===== src/rtl/spi_ra_pkg.sv =====
package spi_ra_pkg;
  typedef enum logic {
    PH_CMD  = 1'b0,
    PH_DATA = 1'b1
  } spi_phase_e;
endpackage


===== src/rtl/spi_ra_sync.sv =====
module spi_ra_sync #(
  parameter int STAGES = 2
) (
  input  logic clk_i,
  input  logic rst_ni,
  input  logic sclk_i,
  input  logic cs_ni,
  input  logic mosi_i,
  output logic sclk_rise_o,
  output logic sclk_fall_o,
  output logic cs_act_o,
  output logic mosi_o
);
  localparam int NPIN = 3;
  // pin order: 0 sclk, 1 cs_n, 2 mosi; cs_n resets inactive
  localparam logic [NPIN-1:0] RST_VAL = 3'b010;

  logic [NPIN-1:0] pin_in;
  logic [NPIN-1:0] pin_sync;
  logic            sclk_d_q;

  assign pin_in = {mosi_i, cs_ni, sclk_i};

  for (genvar g = 0; g < NPIN; g++) begin : g_pin
    logic [STAGES-1:0] chain_q;
    always_ff @(posedge clk_i or negedge rst_ni) begin
      if (!rst_ni) chain_q <= {STAGES{RST_VAL[g]}};
      else         chain_q <= {chain_q[STAGES-2:0], pin_in[g]};
    end
    assign pin_sync[g] = chain_q[STAGES-1];
  end

  always_ff @(posedge clk_i or negedge rst_ni) begin
    if (!rst_ni) sclk_d_q <= 1'b0;
    else         sclk_d_q <= pin_sync[0];
  end

  assign sclk_rise_o = pin_sync[0] & ~sclk_d_q;
  assign sclk_fall_o = ~pin_sync[0] & sclk_d_q;
  assign cs_act_o    = ~pin_sync[1];
  assign mosi_o      = pin_sync[2];
endmodule


===== src/rtl/spi_ra_frame.sv =====
module spi_ra_frame
  import spi_ra_pkg::*;
#(
  parameter int ADDR_W = 15,
  parameter int DATA_W = 8
) (
  input  logic              clk_i,
  input  logic              rst_ni,
  input  logic              rise_i,
  input  logic              cs_act_i,
  input  logic              mosi_i,
  output logic [ADDR_W-1:0] reg_addr_o,
  output logic [DATA_W-1:0] reg_wdata_o,
  output logic              reg_we_o,
  output logic              reg_re_o,
  output logic              rd_phase_o,
  output logic              byte_start_o
);
  localparam int CMD_W = ADDR_W + 1;
  localparam int CNT_W = $clog2(CMD_W);
  localparam logic [CNT_W-1:0] CMD_LAST  = CNT_W'(CMD_W - 1);
  localparam logic [CNT_W-1:0] DATA_LAST = CNT_W'(DATA_W - 1);

  spi_phase_e        phase_q;
  logic [CNT_W-1:0]  cnt_q;
  logic [CMD_W-1:0]  sh_q;
  logic [CMD_W-1:0]  sh_nxt;
  logic              rd_q;
  logic [ADDR_W-1:0] cur_q;
  logic [ADDR_W-1:0] cur_dec;
  logic [ADDR_W-1:0] acc_q;
  logic [DATA_W-1:0] wd_q;
  logic              we_q;
  logic              re_q;

  assign sh_nxt  = {sh_q[CMD_W-2:0], mosi_i};
  assign cur_dec = cur_q - ADDR_W'(1);  // natural wrap 0 -> all ones

  always_ff @(posedge clk_i or negedge rst_ni) begin
    if (!rst_ni) begin
      phase_q <= PH_CMD;
      cnt_q   <= '0;
      sh_q    <= '0;
      rd_q    <= 1'b0;
      cur_q   <= '0;
      acc_q   <= '0;
      wd_q    <= '0;
      we_q    <= 1'b0;
      re_q    <= 1'b0;
    end else begin
      we_q <= 1'b0;
      re_q <= 1'b0;
      if (!cs_act_i) begin
        phase_q <= PH_CMD;
        cnt_q   <= '0;
        rd_q    <= 1'b0;
      end else if (rise_i) begin
        sh_q <= sh_nxt;
        if (phase_q == PH_CMD) begin
          if (cnt_q == CMD_LAST) begin
            phase_q <= PH_DATA;
            cnt_q   <= '0;
            rd_q    <= sh_nxt[CMD_W-1];
            cur_q   <= sh_nxt[ADDR_W-1:0];
            if (sh_nxt[CMD_W-1]) begin
              re_q  <= 1'b1;
              acc_q <= sh_nxt[ADDR_W-1:0];
            end
          end else begin
            cnt_q <= cnt_q + 1'b1;
          end
        end else begin
          if (cnt_q == DATA_LAST) begin
            cnt_q <= '0;
            cur_q <= cur_dec;
            if (rd_q) begin
              // lookahead fetch for the byte about to start
              re_q  <= 1'b1;
              acc_q <= cur_dec;
            end else begin
              we_q  <= 1'b1;
              acc_q <= cur_q;
              wd_q  <= sh_nxt[DATA_W-1:0];
            end
          end else begin
            cnt_q <= cnt_q + 1'b1;
          end
        end
      end
    end
  end

  assign reg_addr_o   = acc_q;
  assign reg_wdata_o  = wd_q;
  assign reg_we_o     = we_q;
  assign reg_re_o     = re_q;
  assign rd_phase_o   = (phase_q == PH_DATA) && rd_q;
  assign byte_start_o = (cnt_q == '0);
endmodule


===== src/rtl/spi_ra_shift_out.sv =====
module spi_ra_shift_out #(
  parameter int DATA_W = 8
) (
  input  logic              clk_i,
  input  logic              rst_ni,
  input  logic              cs_act_i,
  input  logic              fall_i,
  input  logic              rd_phase_i,
  input  logic              byte_start_i,
  input  logic              rd_strobe_i,
  input  logic [DATA_W-1:0] rdata_i,
  output logic              miso_o
);
  logic              rvalid_q;
  logic [DATA_W-1:0] buf_q;
  logic [DATA_W-1:0] sh_q;
  logic              miso_q;

  always_ff @(posedge clk_i or negedge rst_ni) begin
    if (!rst_ni) begin
      rvalid_q <= 1'b0;
      buf_q    <= '0;
    end else begin
      rvalid_q <= rd_strobe_i;
      if (rvalid_q) buf_q <= rdata_i;
    end
  end

  always_ff @(posedge clk_i or negedge rst_ni) begin
    if (!rst_ni) begin
      sh_q   <= '0;
      miso_q <= 1'b0;
    end else if (!cs_act_i) begin
      sh_q   <= '0;
      miso_q <= 1'b0;
    end else if (fall_i && rd_phase_i) begin
      if (byte_start_i) begin
        miso_q <= buf_q[DATA_W-1];
        sh_q   <= {buf_q[DATA_W-2:0], 1'b0};
      end else begin
        miso_q <= sh_q[DATA_W-1];
        sh_q   <= {sh_q[DATA_W-2:0], 1'b0};
      end
    end
  end

  assign miso_o = miso_q;
endmodule


===== src/rtl/spi_reg_access.sv =====
module spi_reg_access #(
  parameter int ADDR_W      = 15,
  parameter int DATA_W      = 8,
  parameter int SYNC_STAGES = 2
) (
  input  logic              clk_i,
  input  logic              rst_ni,
  input  logic              spi_clk_i,
  input  logic              spi_cs_ni,
  input  logic              spi_mosi_i,
  output logic              spi_miso_o,
  output logic              spi_miso_oe_o,
  output logic [ADDR_W-1:0] reg_addr_o,
  output logic [DATA_W-1:0] reg_wdata_o,
  output logic              reg_we_o,
  output logic              reg_re_o,
  input  logic [DATA_W-1:0] reg_rdata_i
);
  logic sclk_rise, sclk_fall, cs_act, mosi_s;
  logic rd_phase, byte_start;
  logic re_int;

  spi_ra_sync #(.STAGES(SYNC_STAGES)) u_sync (
    .clk_i       (clk_i),
    .rst_ni      (rst_ni),
    .sclk_i      (spi_clk_i),
    .cs_ni       (spi_cs_ni),
    .mosi_i      (spi_mosi_i),
    .sclk_rise_o (sclk_rise),
    .sclk_fall_o (sclk_fall),
    .cs_act_o    (cs_act),
    .mosi_o      (mosi_s)
  );

  spi_ra_frame #(.ADDR_W(ADDR_W), .DATA_W(DATA_W)) u_frame (
    .clk_i        (clk_i),
    .rst_ni       (rst_ni),
    .rise_i       (sclk_rise),
    .cs_act_i     (cs_act),
    .mosi_i       (mosi_s),
    .reg_addr_o   (reg_addr_o),
    .reg_wdata_o  (reg_wdata_o),
    .reg_we_o     (reg_we_o),
    .reg_re_o     (re_int),
    .rd_phase_o   (rd_phase),
    .byte_start_o (byte_start)
  );

  spi_ra_shift_out #(.DATA_W(DATA_W)) u_tx (
    .clk_i        (clk_i),
    .rst_ni       (rst_ni),
    .cs_act_i     (cs_act),
    .fall_i       (sclk_fall),
    .rd_phase_i   (rd_phase),
    .byte_start_i (byte_start),
    .rd_strobe_i  (re_int),
    .rdata_i      (reg_rdata_i),
    .miso_o       (spi_miso_o)
  );

  assign reg_re_o      = re_int;
  // pad release follows the raw select so the line frees at once
  assign spi_miso_oe_o = ~spi_cs_ni;
endmodule


===== config.mk =====
export PLATFORM = sky130hd
export DESIGN_NAME = spi_reg_access
export DESIGN_NICKNAME = d
export VERILOG_FILES = /design/src/rtl/spi_ra_pkg.sv /design/src/rtl/spi_ra_sync.sv /design/src/rtl/spi_ra_frame.sv /design/src/rtl/spi_ra_shift_out.sv /design/src/rtl/spi_reg_access.sv
export SDC_FILE = /design/constraint.sdc
export NUM_CORES = 1
export LEC_CHECK = 0
export BUFFER_PORTS_ARGS = -buffer_cell sky130_fd_sc_hd__buf_4
export CORE_UTILIZATION = 38
export CTS_BUF_LIST = sky130_fd_sc_hd__clkbuf_16
export DETAILED_ROUTE_END_ITERATION = 12
export GPL_TIMING_DRIVEN = 1
export PLACE_DENSITY = 0.53
export SLEW_MARGIN = 20
export SYNTH_ARGS = -nofsm -noshare
export SYNTH_HDL_FRONTEND = slang
export SYNTH_SLANG_ARGS = --single-unit

===== constraint.sdc =====
create_clock -name clk_i -period 2.5 [get_ports clk_i]
set_input_delay 0.125 -clock clk_i [delete_from_list [all_inputs] [get_ports clk_i]]
set_output_delay 0.125 -clock clk_i [all_outputs]
set_load 0.01 [all_outputs]

==> impl_metrics.ini, run 1 <==
[outcome]
status = completed

[worst_setup_path]
critPathCaptureType = flop
rr_worst_depth = 6
cp-start-kind = flop
critPathMaxStageDelay_ns = 0.66
worstPathArrival_ns = 2.56
path_cells = inv_1 -> ha_1 -> or4b_2 -> nor3_1 -> nor3b_1 -> o32a_1
required_ns = 2.72
critPathKind = flop to flop
path_delay_family = simple AND/OR/NAND/NOR gates
crit_buf_inv = 1
crit_fanout = 9
cp_slowest_cell = or4b_2
cp.depth = 6

[placed_design]
port-buffer-count = 39
gp_congestion = 0.847
hpwl_um = 6930
place_inst = 589

[power_and_ir_drop]
p_leak_nw = 2.38
cellPowerDensity_nw_per_um2 = 572
power_w = 0.00284
max-vdd-ir-drop_v = 0.000376

[global_route]
grt_max_degree = 52
grt_usage_pct = 20.3
grt_pass1_vias = 3372
antenna_found_initial = 0
grt_pass1_wl_um = 17700
gr-total-overflow = 0

[die]
fp.coreArea_um2 = 10500
fp-row-count = 37
die_w_um = 107
die_height_um = 107
start_util_pct = 39.8
ioPinCount = 40
dieArea_um2 = 11400

[cells_and_area]
nNetsFinal = 484
diodes = 0
finalNonFillerCells = 609
drive_gt1_share_pct = 21.6
fillCellCount = 1038
syn2layout_area_growth_pct = 19.1

[drt]
num_vias = 3314
wl_um = 10400
drc = 0
wl_met1_um = 4880
wl_met2_um = 4740
post_drt_wl_per_cell_um = 17.1
antenna_left = 0
drt_iter0_drc = 220
drt_pass1_iterations = 4
routed.top_layer = met4
routed_via_density = 5.44
wl_met3_um = 658

[min_path]
hold_class = primary input to flop
hold_depth = 2

[logic_synthesis]
synthMuxAreaShare_pct = 8.65
synth-edff-count = 0
async_flop_share_pct = 100
synthXorXnorAreaFrac_pct = 2.10
synth_compound_area_share_pct = 14.0
synth_top_family_by_area = simple AND/OR/NAND/NOR gates
synth_cell_types = 54
synth-main-ff-cell = dfrtp_1
syn_avg_cell_area_um2 = 9.83
seq_area_frac_synth_pct = 51.1
synth_nets = 440
ys_ff_latch = 85
yosys.area_share.simple_pct = 19.2
synthAdderAreaFrac_pct = 0.901
synthCells = 424
syn-cell-area_um2 = 4170
yosysWarnings = 0

[timing]
setup_viol = 0
setup_tns_ns = 0
timing.fmax_mhz = 427
relSlewSlack_pct = 51.1
grt_setup_unrepaired = no
fin_crit_sh_pct = 93.6
report.final.slew_viol_count = 0
clock_skew_ns = 0.00766
finalHoldViolations = 0
worstMarginPinSlew_ns = 0.730
period_needed_ns = 2.34

[clock_network]
h-tree-depth = 3
cts.sinks = 85
numCtsBuffers = 9
clk_path_buf_depth = 2
post_cts_buffers = 0
cts_tree = done
clkLatencyLatePin_ns = 0.34
path_clk_slew_ns = 0.06
cts-root-buf = clkbuf_16

[job]
maxCapViolCount = 0
[state kept, by name, indices dropped and copies added (netlist names)]
register	count
u_frame.phase_q	1
u_sync.sclk_d_q	1
u_frame.sh_q	15
u_tx.buf_q	8
u_frame.reg_we_o	1
u_frame.cnt_q	4
u_tx.miso_o	1
u_tx.rvalid_q	1
u_tx.sh_q	7
u_frame.reg_re_o	1
u_sync.g_pin.chain_q	6
u_frame.rd_q	1
u_frame.cur_q	15
u_frame.reg_addr_o	15
u_frame.reg_wdata_o	8
[synthesized netlist by cell type (6+ instances only)]
| library cell | count | share of area (%) |
|---|---|---|
| nand4_1 | 11 | 1.7 |
| inv_1 | 9 | 0.81 |
| dfrtp_1 | 83 | 50 |
| nor2_1 | 13 | 1.2 |
| mux2_2 | 16 | 4.3 |
| a21oi_1 | 24 | 2.9 |
| mux2i_1 | 18 | 4.3 |
| o21ai_0 | 26 | 3.1 |
| nor4_1 | 7 | 1.1 |
| o22ai_1 | 8 | 1.2 |
| clkbuf_1 | 17 | 1.5 |
| nor3_1 | 9 | 1.1 |
| nand2_1 | 73 | 6.6 |
| nand3_1 | 12 | 1.4 |
| or3_1 | 6 | 0.90 |
| buf_2 | 8 | 0.96 |
| xor2_1 | 7 | 1.5 |
[stage by stage]
step / util, % / cell area (µm²) / setup slack [ns] / hold slack (ns)
after floorplan: - / 4170 / 0.270 / -0.171
after global placement: 44.4 / 4650 / 0.243 / 0.201
after detailed placement: 44.4 / 4650 / 0.206 / 0.202
after CTS: 47.4 / 4960 / 0.203 / 0.00258
after global routing: 47.5 / 4960 / 0.0846 / 0.00669
final: 47.5 / 4960 / 0.159 / 0.0171
[final timing paths]
kind | from | end | slack [ns]
setup / recovery | u_frame.cur_q[1] | u_frame.reg_addr_o[8] | 0.16
hold / removal | reg_rdata_i[4] | u_tx.buf_q[4] | 0.02
setup reg to reg | u_frame.cur_q[1] | u_frame.reg_addr_o[8] | 0.16
hold reg to reg | u_sync.g_pin[0].chain_q[0] | u_sync.g_pin[0].chain_q[1] | 0.35
max in group asynchronous | rst_ni | u_sync.g_pin[1].chain_q[0] | 1.38
min in group asynchronous | rst_ni | u_tx.buf_q[4] | 0.36
[routing by layer]
metal | GRT usage (%) | vias up
met1 | 28.7 | 1585
met2 | 30.1 | 106
met5 | 0 | -
met4 | 8.71 | 0
li1 | - | 1612
met3 | 4.26 | 11
[worst reg2reg max path: stages (launching register included)]
cell and delay, ns:
dfrtp_1 0.47, inv_1 0.09, ha_1 0.25, or4b_2 0.66
nor3_1 0.30, nor3b_1 0.10, o32a_1 0.34
[final cells by class]
type                       instances  area (µm²)  share of cell area [%]
clock buffer                       9         225                    4.54
clock inverter                     7        48.8                   0.983
inverter                          10        37.5                   0.756
multi-input combinational        299        1870                    37.7
sequential                        85        2130                    42.9
tap                              136         170                    3.43
timing repair buffer              63         483                    9.73
[where the power goes]
group | switching (W) | internal [W] | leakage, nW
combinational | 0.0000719 | 0.0000505 | 1.08
clock | 0.000570 | 0.000677 | 0.138
sequential | 0.0000563 | 0.00142 | 1.16
[timing repair]
| item | in CTS | in global routing |
|---|---|---|
| setup endpoints to repair | 0 | 1 |
| resized for setup | 0 | 1 |
| hold buffers | 4 | 0 |
| endpoints found under the hold margin | 51 | 0 |
[kinds of logic after synthesis]
kind of cell | count (synthesis)
AO/OA/AOI/OAI | 92
AND/OR/NAND/NOR | 160
flip-flops | 85
multiplexers | 34
buffers and inverters | 40
XOR/XNOR | 10
adder cells (fa/ha/maj) | 3
[cells in the final DEF, fill, tap and decap left out, types with 3 or more instances in the layout]
cell           instances
a211oi_1               4
a21boi_0               3
a21oi_1               24
a22oi_1                3
buf_4                 59
clkbuf_16              9
dfrtp_1               83
dlygate4sd3_1          4
ha_1                   3
inv_1                  9
mux2_2                16
mux2i_1               18
nand2_1               73
nand2b_1               5
nand3_1               12
nand4_1               11
nor2_1                13
nor2b_1                4
nor3_1                 8
nor4_1                 7
o211ai_1               4
o21ai_0               26
o22ai_1                8
o32a_1                 5
or2_2                  4
or3_1                  6
xnor2_1                3
xor2_1                 7
No activity file was read; power rests on OpenSTA's default activity.
==> run 2: changes to the inputs <==
- clock period: 2.5 -> 2.7 ns (I/O delays scaled with it)
==> run 2 against run 1 <==
Effect of this change:
- fmax shrank 0.35%
- register-to-register slack gained 0.19 ns
- non-clock buffer count shrank 2
- wire length grew 0.42%
- critical endpoint is now u_frame.reg_addr_o[12]
- largest power group unchanged
- highest routed layer unchanged
==> impl_metrics.ini, run 2 (synthesized netlist as in run 1, its figures left out) <==
[timing]
fin_crit_sh_pct = 87.0
grt_setup_unrepaired = no
final.setup.worst_slack_ns = 0.351
finalHoldViolations = 0
clock_skew_ns = 0.00672
setup_tns_ns = 0
worstMarginPinSlew_ns = 0.755
period_needed_ns = 2.35
setup_viol = 0
relSlewSlack_pct = 49.4
timing.fmax_mhz = 426
report.final.slew_viol_count = 0

[placed_design]
pre_cts_ws_ns = 0.385
gp_congestion = 0.857
hpwl_um = 7040
port-buffer-count = 39
place_inst = 587
dpl-instance-area_um2 = 4630

[clock_network]
cts.sinks = 85
cts_tree = done
numCtsBuffers = 9
post_cts_buffers = 0
cts-root-buf = clkbuf_16
clkLatencyLatePin_ns = 0.34
h-tree-depth = 3
ctsResizeCount = 0
path_clk_slew_ns = 0.07
clk_path_buf_depth = 2

[worst_setup_path]
cp-start-kind = flop
crit_fanout = 9
critPathKind = flop to flop
critPathCaptureType = flop
required_ns = 2.93
worstPathArrival_ns = 2.57

[die]
dieArea_um2 = 11400
fp-row-count = 37
start_util_pct = 39.8
fp.coreArea_um2 = 10500
die_w_um = 107
die_height_um = 107
ioPinCount = 40

[drt]
antenna_left = 0
wl_met2_um = 4810
drt_pass1_iterations = 5
num_vias = 3289
wl_met3_um = 493
routed_via_density = 5.42
wl_met1_um = 5040
routed.top_layer = met4
drt_iter0_drc = 203
post_drt_wl_per_cell_um = 17.2
drc = 0
wl_um = 10500

[cells_and_area]
regArea_um2 = 2130
final_common_cell = dfrtp_1
drive_gt1_share_pct = 21.2
finalInstanceArea_um2 = 4980
multi_input_area_um2 = 1870
fillCellCount = 1026
nNetsFinal = 482
diodes = 0
mostFrequentLayoutCells = dfrtp_1, nand2_1, buf_4
finalNonFillerCells = 607
syn2layout_area_growth_pct = 19.5

[power_and_ir_drop]
cellPowerDensity_nw_per_um2 = 553
p_leak_nw = 2.38
max-vdd-ir-drop_v = 0.000242

[global_route]
antenna_found_initial = 0
grt_pass1_wl_um = 17500
grt_max_degree = 52
gr-total-overflow = 0
grt_usage_pct = 20.2
grt_pass1_vias = 3261

[outcome]
status = completed

[min_path]
hold_class = primary input to flop

[job]
maxCapViolCount = 0
## run 2: critical path, cell delays in order (launching register included)
cell     delay [ns]
dfrtp_1        0.47
inv_1          0.11
ha_1           0.26
or4b_2         0.64
nor3_1         0.29
a21oi_1        0.12
o32a_1         0.35
## run 2: timing repair
item,CTS,global route
hold buffers,4,0
endpoints found under the setup margin,0,0
endpoints found under the hold margin,51,0
## run 2: path summary, 6_finish.rpt
check,start,end,slack [ns],cells past startpoint
worst min register to register,u_sync.g_pin[0].chain_q[0],u_sync.g_pin[0].chain_q[1],0.35,0
max in group asynchronous,rst_ni,u_sync.g_pin[1].chain_q[0],1.54,3
min in group asynchronous,rst_ni,u_tx.sh_q[7],0.38,2
worst max-delay path,u_frame.cur_q[0],u_frame.reg_addr_o[12],0.35,6
worst max register to register,u_frame.cur_q[0],u_frame.reg_addr_o[12],0.35,6
worst min-delay path,reg_rdata_i[2],u_tx.buf_q[2],0.02,2
## run 2: area by class of cell
| cell class | count | area share (%) |
|---|---|---|
| clock buffers | 9 | 4.52 |
| clock inverters | 7 | 1.68 |
| inverters | 10 | 0.754 |
| multi-input cells | 299 | 37.5 |
| flip-flops and latches | 85 | 42.8 |
| well taps | 136 | 3.42 |
| repair buffers | 61 | 9.40 |
## run 2: per-stage QoR
step,total power (W),hold slack (ns),util [%]
floorplan,0.00142,-0.161,-
global placement,0.00150,0.229,44.3
detailed placement,0.00150,0.235,44.3
CTS,0.00279,0.0109,47.6
global route,0.00287,0.00976,47.6
finish,0.00275,0.0228,47.6
## run 2: layer usage
| layer | vias up | track usage (%) |
|---|---|---|
| met3 | 10 | 3.77 |
| met5 | - | 0 |
| met1 | 1593 | 28.7 |
| met4 | 0 | 6.95 |
| met2 | 84 | 31.0 |
| li1 | 1602 | - |
## run 2: where the power goes
group	switching, W	internal, W	total, W
clock	0.000542	0.000731	0.00127
combinational	0.0000681	0.0000481	0.000116
sequential	0.0000522	0.00131	0.00136
==> run 3: changes to the inputs <==
- REMOVE_ABC_BUFFERS: not set -> 1
==> run 3 against run 2 <==
Effect of this change:
- worst hold slack gained 0.0012 ns
- fmax decreased by 1.0%
- critical path depth unchanged
- clock power about the same
- wire length rose by 0.57%
- power fell by 0.69%
- cell count stayed put
- clock-buffer cell count unchanged
- final area hardly changed
==> impl_metrics.ini, run 3 (synthesized netlist as in run 1, its figures left out) <==
[clock_network]
post_cts_buffers = 0
clk_path_buf_depth = 2
hold_buffers = 4
ctsResizeCount = 0
cts_tree = done
cts-root-buf = clkbuf_16
cts.sinks = 85
path_clk_slew_ns = 0.07
clkLatencyLatePin_ns = 0.34
numCtsBuffers = 9
h-tree-depth = 3

[placed_design]
port-buffer-count = 39
gp_congestion = 0.845
hpwl_um = 6930
pre_cts_ws_ns = 0.352
place_inst = 587

[drt]
antenna_left = 0
wl_um = 10500
post_drt_wl_per_cell_um = 17.3
drt_iter0_drc = 165
drt_pass1_iterations = 4
drc = 0
routed_via_density = 5.52
num_vias = 3350

[global_route]
antenna_found_initial = 0
grt_max_degree = 86
grt_pass1_vias = 3280
grt_usage_pct = 20.0
gr-total-overflow = 0
grt_pass1_wl_um = 17500

[timing]
relSlewSlack_pct = 51.4
holdWs_ns = 0.0240
timing.fmax_mhz = 421
setup_tns_ns = 0
fin_crit_sh_pct = 87.9
report.final.slew_viol_count = 0
period_needed_ns = 2.37
grt_setup_unrepaired = no
final.setup.worst_slack_ns = 0.327
worstMarginPinSlew_ns = 0.726
finalHoldViolations = 0
setup_viol = 0
clock_skew_ns = 0.00837

[cells_and_area]
final_common_cell = dfrtp_1
multi_input_area_um2 = 1870
finalNonFillerCells = 607
regArea_um2 = 2130
post-route-util_pct = 47.6
nNetsFinal = 482
syn2layout_area_growth_pct = 19.5
fillCellCount = 1032
drive_gt1_share_pct = 21.0
mostFrequentLayoutCells = dfrtp_1, nand2_1, buf_4
diodes = 0

[power_and_ir_drop]
p_leak_nw = 2.39
max-vdd-ir-drop_v = 0.000316
cellPowerDensity_nw_per_um2 = 549

[die]
start_util_pct = 39.8
fp.coreArea_um2 = 10500
die_w_um = 107
ioPinCount = 40
fp-row-count = 37
dieArea_um2 = 11400
die_height_um = 107

[job]
maxCapViolCount = 0

[worst_setup_path]
critPathKind = flop to flop
critPathCaptureType = flop
required_ns = 2.93
worstPathArrival_ns = 2.60
crit_fanout = 9
cp-start-kind = flop

[min_path]
hold_class = primary input to flop

[outcome]
status = completed
==> run 3: report_power, final <==
group / switching (W) / internal, W
combinational: 0.0000675 / 0.0000487
sequential: 0.0000519 / 0.00131
clock: 0.000533 / 0.000722
==> run 3: routing by layer <==
metal  global-route usage, %  vias up  share of wire (%)
met1                    28.2     1643                 47
met3                    2.37       15                5.2
li1                        -     1611                  -
met2                    31.2       81                 46
met4                    8.61        0                2.0
met5                       0        -                  0
==> run 3: area by class of cell <==
type	count	area share (%)
Inverter	10	0.753
Timing Repair Buffer	61	9.64
Tap cell	136	3.42
Multi-Input combinational cell	299	37.4
Sequential cell	85	42.7
Clock buffer	9	4.52
Clock inverter	7	1.48
==> run 3: critical path: stages (launching register included) <==
cell and delay [ns]:
dfrtp_1 0.47, inv_1 0.11, ha_1 0.26, or4b_2 0.65
nor3_1 0.29, a21oi_1 0.14, o32a_1 0.35
==> run 3: per-stage QoR <==
step | total power (W) | cell area [µm²]
floorplan | 0.00142 | 4030
global placement | 0.00150 | 4640
detailed placement | 0.00150 | 4640
CTS | 0.00276 | 4980
global route | 0.00284 | 4980
finish | 0.00273 | 4980
==> run 3: path summary, 6_finish.rpt <==
check,from,to,slack (ns),cells past startpoint
setup / recovery,u_frame.cur_q[0],u_frame.reg_addr_o[12],0.33,6
hold / removal,reg_rdata_i[4],u_tx.buf_q[4],0.02,2
setup reg to reg,u_frame.cur_q[0],u_frame.reg_addr_o[12],0.33,6
hold reg to reg,u_sync.g_pin[2].chain_q[0],u_sync.g_pin[2].chain_q[1],0.35,0
max in group asynchronous,rst_ni,u_frame.reg_addr_o[14],1.94,3
min in group asynchronous,rst_ni,u_tx.buf_q[4],0.32,3
